## config.mk

```make
export PLATFORM = sky130hd
export DESIGN_NAME = cfg_latch_bank
export DESIGN_NICKNAME = d
export VERILOG_FILES = /design/src/rtl/cfg_latch_bank.sv
export SDC_FILE = /design/constraint.sdc
export NUM_CORES = 1
export LEC_CHECK = 0
export BUFFER_PORTS_ARGS = -buffer_cell sky130_fd_sc_hd__clkbuf_2
export CAP_MARGIN = 5
export CELL_PAD_IN_SITES_DETAIL_PLACEMENT = 1
export CELL_PAD_IN_SITES_GLOBAL_PLACEMENT = 2
export CORE_ASPECT_RATIO = 0.6
export CORE_MARGIN = 1
export CORE_UTILIZATION = 34
export DETAILED_ROUTE_END_ITERATION = 10
export GPL_ROUTABILITY_DRIVEN = 0
export HOLD_SLACK_MARGIN = 0.08
export PLACE_DENSITY = 0.75
export SYNTH_ARGS = -nofsm -noshare
export SYNTH_HDL_FRONTEND = slang
export SYNTH_SLANG_ARGS = --single-unit
```

## constraint.sdc

```tcl
create_clock -name clk -period 1.17 [get_ports clk]
set_clock_uncertainty 0.05 [all_clocks]
set_input_delay 0.1755 -clock clk [delete_from_list [all_inputs] [get_ports clk]]
set_output_delay 0.1755 -clock clk [all_outputs]
set_load 0.01 [all_outputs]
```

## src/rtl/cfg_latch_bank.sv

```systemverilog
module cfg_latch_bank #(
  parameter int AW = 4,
  parameter int DW = 8,
  parameter int BCAST_ADDR = 14
) (
  input  logic              clk,
  input  logic              rst_n,
  input  logic              wr_n,
  input  logic [AW-1:0]     addr,
  input  logic [DW-1:0]     din,
  output logic [7:0]        rx_fmode,
  output logic [3:0]        rx_fchar,
  output logic [3:0]        rx_dmode,
  output logic [3:0]        rx_dec_en,
  output logic [3:0]        rx_clksel,
  output logic [4*DW-1:0]   tx_ctl,
  output logic [4*DW-1:0]   dyn_ctl
);
  localparam int NCH = 4;
  localparam int RXW = 6;
  localparam logic [RXW-1:0] RX_INIT = 6'b111110;
  localparam logic [AW-1:0]  A_BC = AW'(BCAST_ADDR);

  wire wr    = !wr_n;
  wire bcast = wr && (addr == A_BC);
  wire unused_hit = wr && (addr == AW'(6) || addr == AW'(13) || addr == AW'(15));

  for (genvar c = 0; c < NCH; c++) begin : g_ch
    localparam int BASE = c * 3 + ((c >= 2) ? 1 : 0);
    localparam logic [AW-1:0] A_RX  = AW'(BASE);
    localparam logic [AW-1:0] A_TX  = AW'(BASE + 1);
    localparam logic [AW-1:0] A_DYN = AW'(BASE + 2);

    logic [RXW-1:0] rx_q;
    logic [DW-1:0]  tx_q, dyn_q;

    wire hit_rx  = wr && (addr == A_RX);
    wire hit_tx  = wr && (addr == A_TX);
    wire hit_dyn = wr && (addr == A_DYN);

    always_ff @(posedge clk or negedge rst_n) begin
      if (!rst_n) begin
        rx_q  <= RX_INIT;
        tx_q  <= '0;
        dyn_q <= '0;
      end else begin
        if (hit_rx)           rx_q  <= din[RXW-1:0];
        if (hit_tx)           tx_q  <= din;
        if (hit_dyn || bcast) dyn_q <= din;
      end
    end

    assign rx_fmode[2*c +: 2] = rx_q[1:0];
    assign rx_fchar[c]        = rx_q[2];
    assign rx_dmode[c]        = rx_q[3];
    assign rx_dec_en[c]       = rx_q[4];
    assign rx_clksel[c]       = rx_q[5];
    assign tx_ctl[DW*c +: DW]  = tx_q;
    assign dyn_ctl[DW*c +: DW] = dyn_q;

    AST_RX_LOAD: assert property (@(posedge clk) disable iff (!rst_n)
      (!wr_n && addr == A_RX) |=> (rx_fmode[2*c +: 2] == $past(din[1:0]) && rx_clksel[c] == $past(din[5])));
    AST_TX_LOAD: assert property (@(posedge clk) disable iff (!rst_n)
      (!wr_n && addr == A_TX) |=> tx_ctl[DW*c +: DW] == $past(din));
    AST_DYN_LOAD: assert property (@(posedge clk) disable iff (!rst_n)
      (!wr_n && addr == A_DYN) |=> dyn_ctl[DW*c +: DW] == $past(din));
    AST_BCAST_ALL: assert property (@(posedge clk) disable iff (!rst_n)
      (!wr_n && addr == A_BC) |=> (dyn_ctl[DW*c +: DW] == $past(din) && $stable(tx_ctl[DW*c +: DW])));
    AST_IDLE_HOLD: assert property (@(posedge clk) disable iff (!rst_n)
      wr_n |=> ($stable(tx_ctl[DW*c +: DW]) && $stable(dyn_ctl[DW*c +: DW]) && $stable(rx_fmode[2*c +: 2])));
    AST_UNUSED_NOP: assert property (@(posedge clk) disable iff (!rst_n)
      unused_hit |=> ($stable(tx_ctl[DW*c +: DW]) && $stable(dyn_ctl[DW*c +: DW]) && $stable(rx_dec_en[c])));
  end
endmodule

```

== After elaboration in Yosys (flattened, before gate mapping) ==
Index checks and enable logic that the tools add are counted.
W data, S select, Z words.

* Output and inout bits: 88
* Bits in registers: 88
* Input port bits: 15

* Equal/unequal tests: 12
* Reductions and logical operators: 19

{| class="wikitable"
|+ Operators with widths
! kind !! count
|-
| $eq A4 B4 Y1 const B || 6
|-
| $logic_and A1 B1 Y1 || 13
|-
| $eq A4 B3 Y1 const B || 3
|-
| $eq A4 B2 Y1 const B || 2
|-
| $eq A4 B1 Y1 const B || 1
|-
| $logic_not A4 Y1 || 1
|-
| $logic_or A1 B1 Y1 || 4
|-
| $logic_not A1 Y1 || 1
|}

== Longest topological paths before layout ==
Gate-level depths: netlist of the first run.

* Depth in word-level cells: 3
* Gate-level depth with buffers: 6
* Gate-level depth less buffers: 3

== Worst setup path after synthesis of the first run ==
OpenSTA, ideal clock, no wires.

* Path kind: input port to flip-flop
* Start: input addr[3]
* End: register g_ch[1].rx_q[0]
* Library setup time: 125 ps
* Path slack: -521 ps
* Required time: 995 ps
* Stages on the path: 5
* Arrival: 1,516 ps
* Cell sequence: buf_2 -> or3b_4 -> or3b_1 -> buf_6 -> mux2_4

* Cells in the longest elaborated chain, start to end: 2

{| class="wikitable"
|+ RTL lines
! element !! line !! source
|-
| start: declaration || 9 || <nowiki>input logic [AW-1:0] addr,</nowiki>
|-
| $eq A4 B2 Y1 || 37 || <nowiki>wire hit_rx = wr && (addr == A_RX);</nowiki>
|-
| $logic_and A1 B1 Y1 || 37 ||
|-
| end signal: assignment || 47 || <nowiki>if (hit_rx) rx_q <= din[RXW-1:0];</nowiki>
|-
| end: declaration || 34 || <nowiki>logic [RXW-1:0] rx_q;</nowiki>
|}

Every way passes these cells.
A chain may end at the register's enable or synchronous reset.

== Final worst setup path of the first run ==
* Start: input wr_n
* End: register g_ch[1].rx_q[0]

* Cells in the longest elaborated chain, start to end: 2

{| class="wikitable"
|+ RTL lines
! element !! line !! source
|-
| start: declaration || 8 || <nowiki>input logic wr_n,</nowiki>
|-
| $logic_not A1 Y1 || 24 || <nowiki>wire wr = !wr_n;</nowiki>
|-
| $logic_and A1 B1 Y1 || 37 ||
|}

Every way passes these cells.

==> impl_results.md, run 1 <==
* M1 GR Usage at 27.99%
* Cells after Synth at between 200 and 300
* Slowest stage cell, crit path: or3b_4
* Sw frac at 28.09%
* Number of synthesized flops with an enable pin at 0
* Final hold vios at 0
* Area taken by flip-flops and latches at 2227 um2
* Die width at roughly 140 um
* Setup ws final at -0.1090 ns
* Clock Tree Buf Depth at 2
* Synthesized area per cell at ~13 um2
* Die area at 11500 um2
* Multi-input gate area at 1548 um2
* GR peak layer: met2
* Yosys warns at 0
* Congestion Overflow GR at 0
* Post-route ant nets at 0
* LEAKAGE at 2.638 nW
* Die H at 83.48 um
* Synth unique cells at 35
* Setup CP Type: in -> reg
* Unrepaired setup endpoints after global routing: yes
* Total routed wirelength at 11480 um
* Failing checks: setup timing
* Gate power share at 26.3%
* Syn_nets at 298
* Final core utilization at between 50% and 60%
* Slew Viols, Final at 0
* Htree depth at 3
* Initial antenna violation count at 0
* Syn-to-layout area delta at 49.55%
* CTS root buf: clkbuf_16
* Layout Nets at 438
* Cell Area, Synth at 3762 um2
* TritonCTS Buffers at 9
* Max-cap violations at 0
* Fin Hold WS at about 0.094 ns
* Diode count at 0
* Fmax at between 700 and 800 MHz
* GR Util met2 at 29.92%
* IO Port Bufs at approximately 100
* Fin crit share at 109.3%
* Max_slew headroom at between 70% and 80%
* Total Power at 0.01018 W
* PwrDens at 1810 nW/um2
* All-Layer GR Usage at 20.36%
* Global routing met3 resource utilization at 8.257%
* First-pass DRT Iterations at 4
* Clk slew on worst S/H paths at 0.06 ns
* Slowest cell delay on critical path at 0.46 ns
* Setup Viol. Count Final at just under 50
* Switch Pwr at ~0.0029 W
* Initial DRC Count at between 100 and 150
* Most common cell after layout, fill and taps aside: clkbuf_2
* Initial core utilization at about a third
* CP top delay family: simple AND/OR/NAND/NOR gates
* Cell-internal power at 0.007323 W
* Rows at 29
* Vias in the first global route at 3035
* FF+latch count, synth at 88
* Reg2reg setup slack at 0.17 ns
* CP startpoint kind: input pin
* HPWL after DPL at 7735 um
* Crit-path cells: buf_6, or3b_4, or3b_4, mux2_4
* CTS tree: yes
* Skew-Pair Late Insertion Delay at 0.34 ns
* Share of layout cells above drive strength 1 at ~65%
* Core region area at 10670 um2
* Status: complete, but fails checks
* CTS sink cnt at 88
* Routed via count at 2895
* Fillers at about 1100
* Most frequent cells in the layout: 76 x clkbuf_2, 68 x dfrtp_1, 43 x mux2_2
* Synth Flop Type: dfrtp_1
* Max IR drop VDD at ~810 uV
* Fraction of registers with async set/reset at between 90% and 100%
* Vias per std cell at 5.106
* Sequential fraction of the synthesis area at 59.20%
* IO Count at 103
* Measured slew at the worst slew-check pin at approximately 0.32 ns
* Pin count of the biggest net entering global routing at 43
* Minimum clock period at around 1.3 ns
* Hold crit path type: in -> reg
* Crit path buffers/inverters at 1
* CP Data Arrival Time at around 1.5 ns
* Part of the power in the clock network at between 30 and 40%
* First-pass GRT wire length at 17330 um
* Drt wl/cell at about 20 um
* CP Data Required Time at 1.34 ns
* Flop pwr share at a little over two fifths
* Setup crit end kind: register
* DRC viols at 0
* Crit-path most repeated cell: or3b_4
* Largest fanout on the critical path at 6
-- worst min-delay path, cell delays in order --
cell	delay [ns]
clkbuf_2	0.10
inv_1	0.08
o21ai_0	0.08
-- path summary, 6_finish.rpt --
| path | cells past startpoint | end | start |
|---|---|---|---|
| worst max-delay path | 4 | g_ch[1].rx_q[0]$_DFFE_PN0P_ | wr_n |
| worst min-delay path | 3 | g_ch[3].dyn_q[0]$_DFFE_PN0P_ | din[0] |
| worst max register to register | 3 | g_ch[2].dyn_q[1]$_DFFE_PN0P_ | g_ch[2].dyn_q[1]$_DFFE_PN0P_ |
| worst min register to register | 2 | g_ch[3].dyn_q[2]$_DFFE_PN0P_ | g_ch[3].dyn_q[2]$_DFFE_PN0P_ |
| max in group asynchronous | 3 | g_ch[2].rx_q[1]$_DFFE_PN1P_ | rst_n |
| min in group asynchronous | 2 | g_ch[2].dyn_q[3]$_DFFE_PN0P_ | rst_n |
-- per-stage QoR --
stage | std cells | setup TNS (ns) | worst slack, ns | area, um2
6_report | 567 | -1.568 | -0.1090 | 5627
5_1_grt | 567 | -2.964 | -0.1148 | 5627
4_1_cts | 559 | -2.498 | -0.1263 | 5315
3_5_place_dp | 537 | -36.88 | -0.5786 | 4843
3_3_place_gp | 537 | -33.86 | -0.5536 | 4843
2_1_floorplan | 283 | -18.70 | -0.4804 | 3931
-- cell families (layout without fill, tap and decap cells) --
| group | count (synthesis) | in the layout | share of synthesized area, % |
|---|---|---|---|
| buffers and inverters | 44 | 189 | 5.055 |
| flip-flops | 88 | 88 | 59.20 |
| multiplexers | 64 | 64 | 19.75 |
| AND/OR/NAND/NOR | 37 | 37 | 6.585 |
| XOR/XNOR | 1 | 1 | 0.2328 |
| AO/OA/AOI/OAI | 49 | 49 | 9.179 |
-- state kept, by name, summed over array words and instances (netlist names) --
register	cells
g_ch.tx_q	32
g_ch.dyn_q	32
g_ch.rx_q	24
-- what timing repair did --
item                                    CTS  global route
cloned                                    0             1
resized for setup                        20            73
hold buffers                              1             0
endpoints found under the setup margin   86            80
pin swaps                                 7             9
setup buffers                             6             8
endpoints found under the hold margin    81             0
-- synth_stat cells, drive strengths merged, types with 2 or more instances --
library cell,count,share of area (%)
nor3,8,1.1
nand2,11,1.1
dfrtp,68,45
or3b,2,0.53
o21ai,9,1.2
buf,9,1.5
dfstp,20,14
a211oi,16,3.2
mux2,64,20
nor2b,3,0.50
nor4,2,0.73
a222oi,8,2.1
inv,16,1.6
clkbuf,19,1.9
nand2b,2,0.33
o22ai,16,2.7
-- layer usage --
| metal | share of wire [%] | wire [um] |
|---|---|---|
| met4 | 0.46 | 53 |
| met3 | 8.2 | 942 |
| met5 | 0 | 0 |
| met2 | 46 | 5239 |
| met1 | 46 | 5240 |
-- cell type report --
| type | count | area share, % |
|---|---|---|
| clock buffers | 12 | 4.559 |
| inverters | 16 | 1.067 |
| well taps | 139 | 3.091 |
| multi-input cells | 151 | 27.51 |
| flip-flops and latches | 88 | 39.58 |
| clock inverters | 4 | 1.356 |
| repair buffers | 157 | 22.84 |
-- power groups by stage --
stage	clock network, W	registers (W)	logic, W
finish	0.00319	0.00431	0.00268
global route	0.00336	0.00440	0.00292
CTS	0.00326	0.00428	0.00242
detailed placement	0	0.00433	0.00233
global placement	0	0.00428	0.00226
floorplan	0	0.00458	0.000897
Note: power is estimated with default switching activity, not from simulation.
==> run 2: changes to the inputs <==
--- a/constraint.sdc
+++ b/constraint.sdc
@@ -3,3 +3,3 @@
 set_input_delay 0.1755 -clock clk [delete_from_list [all_inputs] [get_ports clk]]
 set_output_delay 0.1755 -clock clk [all_outputs]
-set_load 0.01 [all_outputs]
+set_load 0.05 [all_outputs]
==> run 2 against run 1 <==
Register-to-register slack got worse by 0.19 ns; sequential share of layout area decreased by 5.8 points; fmax decreased by 1.9%; die area unchanged; largest power group is now combinational logic; the run still ends with setup timing left; hold slack got worse by 0.0036 ns; combinational power increased by 130%; first-iteration DRC count decreased by 2.3%; utilization increased by 9.1 points; global-route usage increased by 2.0 points; final area increased by 17%; setup slack got worse by 0.025 ns.
==> impl_results.md, run 2 (synthesis gave the netlist of run 1 again) <==
* Setup crit end kind: register
* Slew Viols, Final at 0
* IO Port Bufs at roughly 100
* CP Data Arrival Time at 1.47 ns
* Die H at 83.48 um
* Slowest stage cell, crit path: or3b_4
* Most frequent cells in the layout: 76 x buf_4, 68 x dfrtp_1, 41 x mux2_2
* Most common cell after layout, fill and taps aside: buf_4
* CP Data Required Time at 1.34 ns
* Rows at 29
* IO Count at 103
* All-Layer GR Usage at about 22%
* Max IR drop VDD at 1293 uV
* Setup CP Type: in -> reg
* Pin count of the biggest net entering global routing at 43
* Max_slew headroom at 76.76%
* Max-cap violations at 0
* Syn-to-layout area delta at 75.22%
* Fillers at 1005
* CTS sink cnt at 88
* Crit-path most repeated cell: or3b_4
* Fmax at 766.7 MHz
* Status: complete, but fails checks
* TritonCTS Buffers at 9
* Skew-Pair Late Insertion Delay at 0.33 ns
* Die width at approximately 140 um
* Final hold vios at 0
* LEAKAGE at 3.035 nW
* Largest regs: g_ch.dyn_q: 32 flops, g_ch.tx_q: 32 flops, g_ch.rx_q: 24 flops
* HPWL after DPL at slightly below 8000 um
* Clk slew on worst S/H paths at 0.06 ns
* Unrepaired setup endpoints after global routing: yes
* Vias in the first global route at 3283
* Initial DRC Count at 125
* Initial antenna violation count at 0
* Vias per std cell at approximately 5.1
* Share of layout cells above drive strength 1 at 68.72%
* CTS root buf: clkbuf_16
* Slowest cell delay on critical path at 0.46 ns
* Minimum clock period at about 1.3 ns
* Failing checks: setup timing
* Largest fanout on the critical path at 6
* Clock Tree Buf Depth at 2
* DRC viols at 0
* Hold crit path type: in -> reg
* Setup Viol. Count Final at 71
* First-pass GRT wire length at 19040 um
* Diode count at 0
* Core region area at 10670 um2
* Htree depth at 3
* Congestion Overflow GR at 0
* Layout Nets at 464
* Crit-path cells: buf_8, or3b_4, or3b_4, mux2_4
* Routed via count at 3052
* First-pass DRT Iterations at 5
* Setup TNS at -4.332 ns
* Fin crit share at 111.5%
* Initial core utilization at a little over a third
* CTS tree: yes
* Measured slew at the worst slew-check pin at 0.3486 ns
* PwrDens at 2108 nW/um2
* Total routed wirelength at 12910 um
* CP startpoint kind: input pin
* Die area at roughly 12000 um2
* Drt wl/cell at roughly 22 um
* Post-route ant nets at 0
* Setup ws final at -0.1343 ns
* Total Power at 0.01390 W
==> run 2: through the flow <==
step / utilization (%) / cell area (um2) / instances / setup slack [ns] / hold slack [ns]
after CTS: 58.49 / 6240 / 576 / -0.1313 / 0.08005
after global routing: 61.80 / 6593 / 593 / -0.1496 / 0.1164
final: 61.80 / 6593 / 593 / -0.1343 / 0.09038
after floorplan: - / 3931 / 283 / -0.4804 / -0.1701
after global placement: 45.40 / 4843 / 537 / -0.5536 / -0.02607
after detailed placement: 45.40 / 4843 / 537 / -0.5786 / -0.02795
==> run 2: report_power, final <==
group | switching (W) | internal, W | leakage (nW)
logic | 0.00350 | 0.00278 | 1.82
registers | 0.000582 | 0.00385 | 1.05
clock network | 0.00119 | 0.00199 | 0.159
==> run 2: routing by layer <==
| metal | GRT usage (%) | part of all wire, % | up-vias |
|---|---|---|---|
| li1 | - | - | 1354 |
| met4 | 4.348 | 0.81 | 0 |
| met5 | 0 | 0 | - |
| met3 | 8.379 | 7.7 | 9 |
| met2 | 33.39 | 48 | 110 |
| met1 | 30.99 | 44 | 1579 |
==> run 2: path summary, 6_finish.rpt <==
check / from / slack [ns] / endpoint / cells past startpoint
hold reg to reg: g_ch[3].dyn_q[2]$_DFFE_PN0P_ / 0.44 / g_ch[3].dyn_q[2]$_DFFE_PN0P_ / 2
setup reg to reg: g_ch[2].dyn_q[0]$_DFFE_PN0P_ / -0.02 / g_ch[2].dyn_q[0]$_DFFE_PN0P_ / 4
max in group asynchronous: rst_n / 0.38 / g_ch[2].rx_q[5]$_DFFE_PN1P_ / 3
setup / recovery: addr[3] / -0.13 / g_ch[1].rx_q[0]$_DFFE_PN0P_ / 4
hold / removal: din[0] / 0.09 / g_ch[3].dyn_q[0]$_DFFE_PN0P_ / 3
min in group asynchronous: rst_n / 0.17 / g_ch[2].dyn_q[3]$_DFFE_PN0P_ / 2
==> run 2: what timing repair did <==
| action | 4_1_cts | 5_1_grt |
|---|---|---|
| resized for setup | 189 | 103 |
| endpoints found under the setup margin | 154 | 142 |
| buffers inserted | 23 | 20 |
| endpoints found under the hold margin | 81 | 0 |
| hold buffers | 1 | 0 |
| pin swaps | 9 | 13 |
| cloned | 0 | 1 |
==> run 2: final cells by class <==
cell class	count	area (um2)	area share [%]
clock buffers	12	256.5	3.891
flip-flops and latches	88	2227	33.78
multi-input cells	151	1624	24.63
inverters	16	60.06	0.9110
clock inverters	4	76.32	1.158
repair buffers	183	2175	32.99
well taps	139	173.9	2.638
==> run 2: worst max-delay path, delay by kind of cell <==
family,cells,cell delay (ns)
buffers and inverters,1,0.10
multiplexers,1,0.31
AND/OR/NAND/NOR,2,0.88
==> run 3: changes to the inputs <==
Settings changed: ABC_AREA from default to 1, CORE_UTILIZATION 34 to 31, PLACE_DENSITY 0.75 to 0.77.
==> run 3 against run 2 <==
The flow still finishes with violations (setup timing); final cell count increased by 6.4%; register-to-register slack better by 0.28 ns; via count is 3.0% lower; final area shrank 15%; non-clock buffer count fell by 35; die area shrank 0.34%; first-iteration DRC count is 9.6% higher; sequential power is 2% lower; wire length shrank 14%; critical path depth decreased by 3.
==> impl_results.md, run 3 <==
* Status: complete, but fails checks
* Failing checks: setup timing
* Setup Viol. Count Final at 20
* Hold wc startpoint: din[0]
* Syn-to-layout area delta at 63.58%
* Fin Hold WS at 0.08739 ns
* Routed via count at 2959
* Congestion Overflow GR at 0
* Worst hold endpoint: g_ch[2].dyn_q[0]$_DFFE_PN0P_
* Diode count at 0
* Die area at 11460 um2
* Most frequent cells in the layout: 116 x nand2_1, 68 x dfrtp_1, 56 x o21ai_0
* Final core utilization at a little over half
* Largest fanout on the critical path at 2
* Hold crit path type: in -> reg
* Die width at 137.6 um
* Drt wl/cell at 17.55 um
* R2r startpoint: g_ch[2].rx_q[2]$_DFFE_PN1P_
* Global routing met3 resource utilization at 6.777%
* Synthesized area per cell at 10.05 um2
* DRC viols at 0
* CTS sink cnt at 88
* Crit-path cells: clkbuf_16
* PwrDens at 2194 nW/um2
* Fin crit share at 110.4%
* Initial core utilization at 32.15%
* CP startpoint kind: register
* Final instance area at 5592 um2
* Slowest cell delay on critical path at 0.56 ns
* GR Util met2 at 30.61%
* Synth area leader: dfrtp_1
* Final hold vios at 0
* Setup ws final at -0.1215 ns
* Placed Area at around 4300 um2
* Most common cell after layout, fill and taps aside: nand2_1
* Most instantiated library cell after synthesis: nand2_1
* Top post-synthesis cells by area: dfrtp_1 50%, dfstp_2 15%, nand2_1 13%, o21ai_0 8.2%, nand3_1 3.8%
* Flop pwr share at between 30% and 40%
* Initial antenna violation count at 0
* Largest regs: g_ch.dyn_q: 32 flops, g_ch.tx_q: 32 flops, g_ch.rx_q: 24 flops
* Post-route ant nets at 0
* GR peak layer: met2
* Sw frac at around two fifths
* Initial DRC Count at 137
* Clock Tree Buf Depth at 2
* Final cell count without fillers at 631
* Minimum clock period at 1.292 ns
* Measured slew at the worst slew-check pin at 0.4519 ns
* Syn_nets at around 360
* Cell-internal power at 0.007402 W
* Slew Viols, Final at 0
* IO Port Bufs at 102
* TritonCTS Buffers at 9
* Core region area at 10630 um2
* Pin count of the biggest net entering global routing at 52
* Cell Area, Synth at 3418 um2
* Clk slew on worst S/H paths at 0.06 ns
* Setup crit end kind: primary output
* Synth unique cells at 16
* Htree depth at 3
* Max IR drop VDD at 1199 uV
* Yosys warns at 0
* Slowest stage cell, crit path: dfstp_2
* Part of the power in the clock network at 21.9%
* CTS tree: yes
* First-pass GRT wire length at 17730 um
* CP Data Arrival Time at 1.07 ns
* CP top delay family: flip-flops
* Worst R2R Path Depth at 3
* Fraction of registers with async set/reset at 100.0%
* Vias per std cell at 4.689
* Fmax at 774.3 MHz
* Setup CP Type: reg -> out
* Vias in the first global route at 3098
* Total routed wirelength at 11070 um
* FF+latch count, synth at 88
* IO Count at 103
* HPWL after DPL at 7536 um
* Switch Pwr at 0.004869 W
* Max-cap violations at 0
* Yosys top cell area share at 49.78%
* Max_slew headroom at 69.84%
* Synth Flop Type: dfrtp_1
* Rows at 29
* M1 GR Usage at 29.65%
* Crit path buffers/inverters at 1
* Layout Nets at 503
* Sequential fraction of the synthesis area at about 65%
* Unrepaired setup endpoints after global routing: yes
* Gate power share at 42.6%
* CTS root buf: clkbuf_16
* First-pass DRT Iterations at 4
* CP Data Required Time at about 0.94 ns
* Number of synthesized flops with an enable pin at 0
* Reg2reg end: g_ch[2].rx_q[2]$_DFFE_PN1P_
* Hold path cells at 3
* Commonest cells post-synth: 116 x nand2_1, 68 x dfrtp_1, 56 x o21ai_0
* Share of layout cells above drive strength 1 at about two fifths
* All-Layer GR Usage at a little over a fifth
* Placed cells at 593
* Cells after Synth at 340
* Skew-Pair Late Insertion Delay at roughly 0.33 ns
* Reg2reg setup slack at 0.26 ns
* LEAKAGE at 2.731 nW
* Die H at 83.34 um
run 3: cell count changes after synthesis, sizes merged, moves of 19 or more:
cell	delta
nand3	+33
nand2	+110
clkbuf	-19
mux2	-64
o21ai	+55
run 3: worst reg2reg max path, delay by kind of cell (launching register included):
kind	cells	cell delay, ns
compound gates	1	0.07
buf+inv	1	0.11
flops	1	0.56
simple gates	1	0.04
run 3: how the worst max path moves through the flow:
stage                                           start                          end  slack (ns)  cells after the start
after floorplan                               addr[3]  g_ch[0].tx_q[5]$_DFFE_PN0P_        0.14                      5
after global placement                        addr[3]  g_ch[0].tx_q[5]$_DFFE_PN0P_       -0.04                      7
after detailed placement                      addr[3]  g_ch[0].tx_q[5]$_DFFE_PN0P_       -0.10                      7
after CTS                 g_ch[0].rx_q[4]$_DFFE_PN1P_                 rx_dec_en[0]       -0.14                      1
after global routing      g_ch[1].rx_q[4]$_DFFE_PN1P_                 rx_dec_en[1]       -0.15                      1
final                     g_ch[1].rx_q[4]$_DFFE_PN1P_                 rx_dec_en[1]       -0.12                      1
run 3: stage by stage:
step	power, W	setup slack (ns)	setup TNS (ns)
floorplan	0.007019	0.1415	0
global placement	0.008067	-0.04133	-0.5657
detailed placement	0.008141	-0.1018	-1.947
CTS	0.01203	-0.1374	-2.404
global route	0.01280	-0.1535	-2.677
finish	0.01227	-0.1215	-2.043
run 3: routing by layer:
layer	vias up	part of all wire, %
li1	1407	-
met1	1462	47
met2	81	45
met3	9	6.8
met4	0	1.0
met5	-	0
run 3: final cells by class:
| class | count | area (um2) |
|---|---|---|
| repair buffers | 148 | 1798 |
| clock inverters | 2 | 15.01 |
| multi-input cells | 226 | 1061 |
| flip-flops and latches | 88 | 2227 |
| fillers | 1137 | 5040 |
| clock buffers | 13 | 260.3 |
| inverters | 15 | 56.30 |
| well taps | 139 | 173.9 |
run 3: repair_timing:
action | CTS | global route
gates resized for setup | 166 | 58
endpoints found under the setup margin | 88 | 72
hold endpoints to repair | 108 | 0
hold buffers | 9 | 0
buffers inserted | 6 | 8
pin swaps | 0 | 0
run 3: logic make-up (layout without fill, tap and decap cells):
kind of cell           Yosys count  count (layout)  synth area share [%]
DFF                             88              88                 65.15
buffers and inverters           26             178                 3.807
AOI/OAI and AO/OA               64              64                 9.371
and+or+nand+nor                162             162                 21.67
run 3: power by group through the flow:
stage	Sequential [W]	Clock, W	Combinational [W]
4_1_cts	0.00430	0.00273	0.00500
5_1_grt	0.00444	0.00288	0.00549
3_3_place_gp	0.00423	0	0.00384
2_1_floorplan	0.00644	0	0.000579
6_report	0.00436	0.00268	0.00522
3_5_place_dp	0.00424	0	0.00390
